## src/rtl/lock_tracker_pkg.sv

```systemverilog
// Package: shared state encoding for the bridge lock tracker.
// Assumes: a single clock domain for both bus sides.
package lock_tracker_pkg;
    typedef enum logic [1:0] {
        LK_FREE  = 2'd0,   // no lock activity
        LK_ARMED = 2'd1,   // address phase seen with LOCK# high on an idle bus
        LK_FIRST = 2'd2,   // LOCK# asserted, first data transfer pending
        LK_HELD  = 2'd3    // lock established
    } lk_state_t;
endpackage

```

## src/rtl/pbus_phase_mon.sv

```systemverilog
// Module: primary bus phase monitor.
// Finds address phases that may open a locked sequence, data transfers
// and idle cycles. Assumes the active-low bus signals are already sampled.
module pbus_phase_mon (
    input  logic clk,
    input  logic rst_n,
    input  logic p_frame_n,
    input  logic p_irdy_n,
    input  logic p_trdy_n,
    input  logic p_lock_n,
    output logic lock_start_ok,
    output logic data_xfer,
    output logic bus_idle
);
    logic prev_idle;
    logic prev_lock_n;

    assign bus_idle      = p_frame_n & p_irdy_n;
    assign data_xfer     = ~p_irdy_n & ~p_trdy_n;
    // address phase: FRAME# newly asserted on a previously idle, unlocked bus
    assign lock_start_ok = ~p_frame_n & prev_idle & prev_lock_n & p_lock_n;

    // Remember bus idle and LOCK# state of the previous clock.
    always_ff @(posedge clk) begin
        if (!rst_n) begin
            prev_idle   <= 1'b1;
            prev_lock_n <= 1'b1;
        end else begin
            prev_idle   <= bus_idle;
            prev_lock_n <= p_lock_n;
        end
    end
endmodule

```

## src/rtl/lock_seq_fsm.sv

```systemverilog
// Module: primary lock sequence tracker.
// Follows start, establishment and release of a primary lock, and
// records whether it crosses the bridge. Assumes p_behind is valid
// in the address phase.
module lock_seq_fsm
    import lock_tracker_pkg::*;
(
    input  logic clk,
    input  logic rst_n,
    input  logic lock_start_ok,
    input  logic data_xfer,
    input  logic bus_idle,
    input  logic p_lock_n,
    input  logic p_frame_n,
    input  logic p_behind,
    output logic fwd_req,
    output logic held,
    output logic hold_down
);
    lk_state_t state, state_nx;
    logic      downstream;

    // Next-state decision for the lock sequence.
    always_comb begin
        state_nx = state;
        unique case (state)
            LK_FREE:  if (lock_start_ok) state_nx = LK_ARMED;
            LK_ARMED: state_nx = p_lock_n ? LK_FREE : LK_FIRST;
            LK_FIRST: begin
                if (data_xfer)     state_nx = LK_HELD;
                else if (bus_idle) state_nx = LK_FREE;
            end
            LK_HELD:  if (p_lock_n && p_frame_n) state_nx = LK_FREE;
            default:  state_nx = LK_FREE;
        endcase
    end

    // State register and capture of the crossing direction.
    always_ff @(posedge clk) begin
        if (!rst_n) begin
            state      <= LK_FREE;
            downstream <= 1'b0;
        end else begin
            state <= state_nx;
            if (state == LK_FREE && lock_start_ok)
                downstream <= p_behind;
        end
    end

    assign fwd_req   = (state == LK_FIRST) & downstream;
    assign held      = (state == LK_HELD);
    assign hold_down = downstream & ((state == LK_FIRST) | (state == LK_HELD));
endmodule

```

## src/rtl/sec_lock_driver.sv

```systemverilog
// Module: secondary LOCK# owner.
// Claims secondary LOCK# for a forwarded lock once that bus is idle and
// unlocked, and lets it go on the first idle cycle after the hold ends.
module sec_lock_driver (
    input  logic clk,
    input  logic rst_n,
    input  logic fwd_req,
    input  logic hold_down,
    input  logic s_idle,
    input  logic s_lock_n,
    output logic s_lock_drive
);
    // Claim and release of the secondary lock.
    always_ff @(posedge clk) begin
        if (!rst_n)
            s_lock_drive <= 1'b0;
        else if (!s_lock_drive)
            s_lock_drive <= fwd_req & s_idle & s_lock_n;
        else if (!hold_down && s_idle)
            s_lock_drive <= 1'b0;
    end
endmodule

```

## src/rtl/lock_bridge_tracker.sv

```systemverilog
// Module: bridge exclusive-access lock tracker (top).
// Joins the primary phase monitor, the lock sequence tracker and the
// secondary LOCK# owner, and retries upstream secondary requests while
// the secondary bus is held for a primary master.
module lock_bridge_tracker (
    input  logic clk,
    input  logic rst_n,
    input  logic p_frame_n,
    input  logic p_irdy_n,
    input  logic p_trdy_n,
    input  logic p_lock_n,
    input  logic p_behind,
    input  logic s_idle,
    input  logic s_lock_n,
    input  logic s_up_req,
    output logic fwd_lock_req,
    output logic s_lock_drive,
    output logic p_lock_held,
    output logic s_retry
);
    logic lock_start_ok, data_xfer, bus_idle, hold_down;

    pbus_phase_mon u_mon (
        .clk(clk), .rst_n(rst_n),
        .p_frame_n(p_frame_n), .p_irdy_n(p_irdy_n),
        .p_trdy_n(p_trdy_n), .p_lock_n(p_lock_n),
        .lock_start_ok(lock_start_ok), .data_xfer(data_xfer),
        .bus_idle(bus_idle)
    );

    lock_seq_fsm u_fsm (
        .clk(clk), .rst_n(rst_n),
        .lock_start_ok(lock_start_ok), .data_xfer(data_xfer),
        .bus_idle(bus_idle), .p_lock_n(p_lock_n),
        .p_frame_n(p_frame_n), .p_behind(p_behind),
        .fwd_req(fwd_lock_req), .held(p_lock_held),
        .hold_down(hold_down)
    );

    sec_lock_driver u_sdrv (
        .clk(clk), .rst_n(rst_n),
        .fwd_req(fwd_lock_req), .hold_down(hold_down),
        .s_idle(s_idle), .s_lock_n(s_lock_n),
        .s_lock_drive(s_lock_drive)
    );

    // Upstream secondary requests bounce while the bridge holds the lock.
    assign s_retry = s_up_req & s_lock_drive;
endmodule

```

## config.mk

```make
export PLATFORM = sky130hd
export DESIGN_NAME = lock_bridge_tracker
export DESIGN_NICKNAME = d
export VERILOG_FILES = /design/src/rtl/lock_tracker_pkg.sv /design/src/rtl/pbus_phase_mon.sv /design/src/rtl/lock_seq_fsm.sv /design/src/rtl/sec_lock_driver.sv /design/src/rtl/lock_bridge_tracker.sv
export SDC_FILE = /design/constraint.sdc
export NUM_CORES = 1
export LEC_CHECK = 0
export ABC_AREA = 1
export BUFFER_PORTS_ARGS = -buffer_cell sky130_fd_sc_hd__buf_2
export CAP_MARGIN = 20
export CORE_AREA = 10 10 47 49
export CTS_CLUSTER_SIZE = 10
export DETAILED_ROUTE_END_ITERATION = 8
export DIE_AREA = 0 0 57 59
export PLACE_DENSITY = 0.46
export SETUP_SLACK_MARGIN = 0.2
export SYNTH_ARGS = -nofsm -noshare
export SYNTH_HDL_FRONTEND = slang
export SYNTH_SLANG_ARGS = --single-unit
```

## constraint.sdc

```tcl
create_clock -name clk -period 2.9 [get_ports clk]
set_clock_uncertainty 0.15 [all_clocks]
set_input_delay 0.435 -clock clk [delete_from_list [all_inputs] [get_ports clk]]
set_output_delay 0.435 -clock clk [all_outputs]
set_load 0.005 [all_outputs]
```

==> flow_summary.ini <==
[global_routing]
grt.met1_usage_pct = 6.05
grt_use_met3_pct = 2.79
gr-usage-met2_pct = 8.99
grt_use_total_pct = 5.70
antenna_found_initial = 0
grt_max_degree = 7
grt_pass1_wl_mm = 1.57
overflow = 0
grt_busiest_layer = met2
grt_pass1_vias = 388

[clocking]
cts_made_buffers = 3
cts_setup_buffers = 0
cts.htree.levels = 1
postCtsHoldBufs = 0
path_clk_slew_ps = 40
cts_resized = 0
cts.path.max_buffers = 2
cts_tree = done
clk_latency_ps = 240
numClockSinks = 6
clockRootBuffer = clkbuf_4

[min_path]
min_from = rst_n
holdPathStages = 2
min_to = u_mon.prev_lock_n$_SDFF_PN1_
hold_path.class = primary input to register

[worst_setup_path]
crit_required_ps = 2320
timing.rr.start = u_fsm.state[1]$_SDFFE_PN0P_
worst_setup_path_start_kind = register
endpoint_kind = output pin
crit_fanout = 6
reg2reg_depth = 7
r2r_setup_slack_ps = 1770
crit_slowest_cell = dfxtp_1
worst-setup-path-type = register to output pin
max_stage_delay_ps = 460
arrival_ps = 960
timing.rr.end = u_fsm.state[0]$_SDFFE_PN0P_
worstPathCellList = nand2_1, clkinv_1, buf_2

[logic_synthesis]
syn-cell-area_um2 = 333
synth_top_area_share_pct = 36.1
synth_cell_types = 14
synthTopCellsByArea = dfxtp_1, nand2_1, inv_1
synth_warnings = 0
synth_area_leader_cell = dfxtp_1
ys_ff_latch = 6
avgSynthCellArea_um2 = 6.05
synth_cells = 55
syn-num-nets = 65
seq_area_frac_synth_pct = 36.1

[die]
rows = 14
start_util_pct = 23.7
io_pins = 14
die_x_um = 57
dieArea_um2 = 3360
core_um2 = 1400
dieHeight_um = 59

[drt]
wl_um = 787
ant_nets = 0
drcViolationCount = 0
drt_first_pass_iters = 1
drt-initial-drc-count = 0
vias = 342
drt-wirelength-per-cell_um = 9.05
viasPerCell = 3.93

[final_layout]
area_delta_synth_final_pct = 32.3
final_area_um2 = 440
final_cells = 87
antenna_cells = 0
layout-drive-gt1-share_pct = 29.6
nets = 83

[sta]
maxSlewViolCount = 0
worst_slew_pin_slew_ps = 256
hold_viol = 0
post-route-min-period_ps = 1550
relSlewSlack_pct = 82.9
max_freq_mhz = 646
fin_setup_tns_ps = 0
rsz0062_at_grt = no
period_share_pct = 53.3
setup_viol = 0

[power_and_ir_drop]
power_density_nw_per_um2 = 609
peakVddDrop_uv = 247
p_leak_uw = 0.000246

[placement]
post_dp_cell_area_um2 = 418
gp_congestion = 0.778
dp_hpwl_um = 667
dp.cells = 84
portBuffers = 13

[status]
status = finished clean

[job]
maxCapViolCount = 0
[stage by stage]
step / hold WS, ps / setup slack [ps] / util, % / total power, uW
3_3_place_gp: 305 / 1590 / 29.8 / 196
6_report: 254 / 1350 / 31.4 / 268
2_1_floorplan: 287 / 1770 / - / 172
4_1_cts: 246 / 1340 / 31.4 / 274
5_1_grt: 257 / 1230 / 31.4 / 299
3_5_place_dp: 307 / 1590 / 29.8 / 194
[cells in the mapped netlist, drive strengths merged]
cell type and count:
a21oi 1, nand2 17, o21ai 1, nand3 5, a21boi 1, nor2 10
dfxtp 6, nor3 3, inv 9, clkinv 2
[state kept, by name, summed over array words and instances, names as in the netlist]
| register | flops |
|---|---|
| u_fsm.state | 2 |
| u_mon.prev_lock_n | 1 |
| u_fsm.downstream | 1 |
| u_mon.prev_idle | 1 |
| u_sdrv.s_lock_drive | 1 |
[final cells by class]
cell class / count / area (um2)
Clock buffer: 3 / 22.5
Fill cell: 164 / 961
Inverter: 11 / 41.3
Multi-Input combinational cell: 38 / 171
Sequential cell: 6 / 120
Tap cell: 16 / 20.0
Timing Repair Buffer: 13 / 65.1
[report_power, final]
group          internal [uW]  leakage [uW]  switching, uW
logic                   32.3      0.000183           46.4
clock network           46.7     0.0000138           28.9
registers               95.7     0.0000493           18.4
[how the worst max path moves through the flow]
stage / startpoint / to / slack [ps] / depth (start not counted)
6_report: u_fsm.state[0]$_SDFFE_PN0P_ / p_lock_held / 1350 / 3
4_1_cts: u_fsm.state[1]$_SDFFE_PN0P_ / fwd_lock_req / 1340 / 3
3_3_place_gp: s_up_req / s_retry / 1590 / 4
3_5_place_dp: s_up_req / s_retry / 1590 / 4
5_1_grt: u_fsm.state[1]$_SDFFE_PN0P_ / fwd_lock_req / 1230 / 3
2_1_floorplan: u_fsm.state[1]$_SDFFE_PN0P_ / fwd_lock_req / 1770 / 2
[worst max-delay path, delay by kind of cell, from the launching register on]
kind	cells	cell delay, ps
simple gates	1	90
buf+inv	2	180
flops	1	460
[metal layers]
| layer | vias up | wire (um) |
|---|---|---|
| met4 | 0 | 17 |
| met3 | 2 | 26 |
| met2 | 7 | 363 |
| met1 | 135 | 380 |
| li1 | 198 | - |
| met5 | - | 0 |
[layout by cell type (no fill, tap or decap)]
master	netlist	routed
nand2_1	16	16
buf_2	0	13
inv_1	8	8
nor2_1	8	8
dfxtp_1	6	6
nand3_1	4	4
nor3_1	3	3
clkbuf_4	0	3
clkinv_1	2	2
nor2_2	2	2
inv_2	1	1
a21oi_1	1	1
a21boi_0	1	1
nand3_2	1	1
nand2_2	1	1
o21ai_1	1	1
[cells by family after synthesis]
logic type      count (synthesis)  share of synthesized area (%)
simple gates                   35                           46.2
buf+inv                        11                           12.4
flops                           6                           36.1
compound gates                  3                           5.26
(Power assumes the default switching activity.)
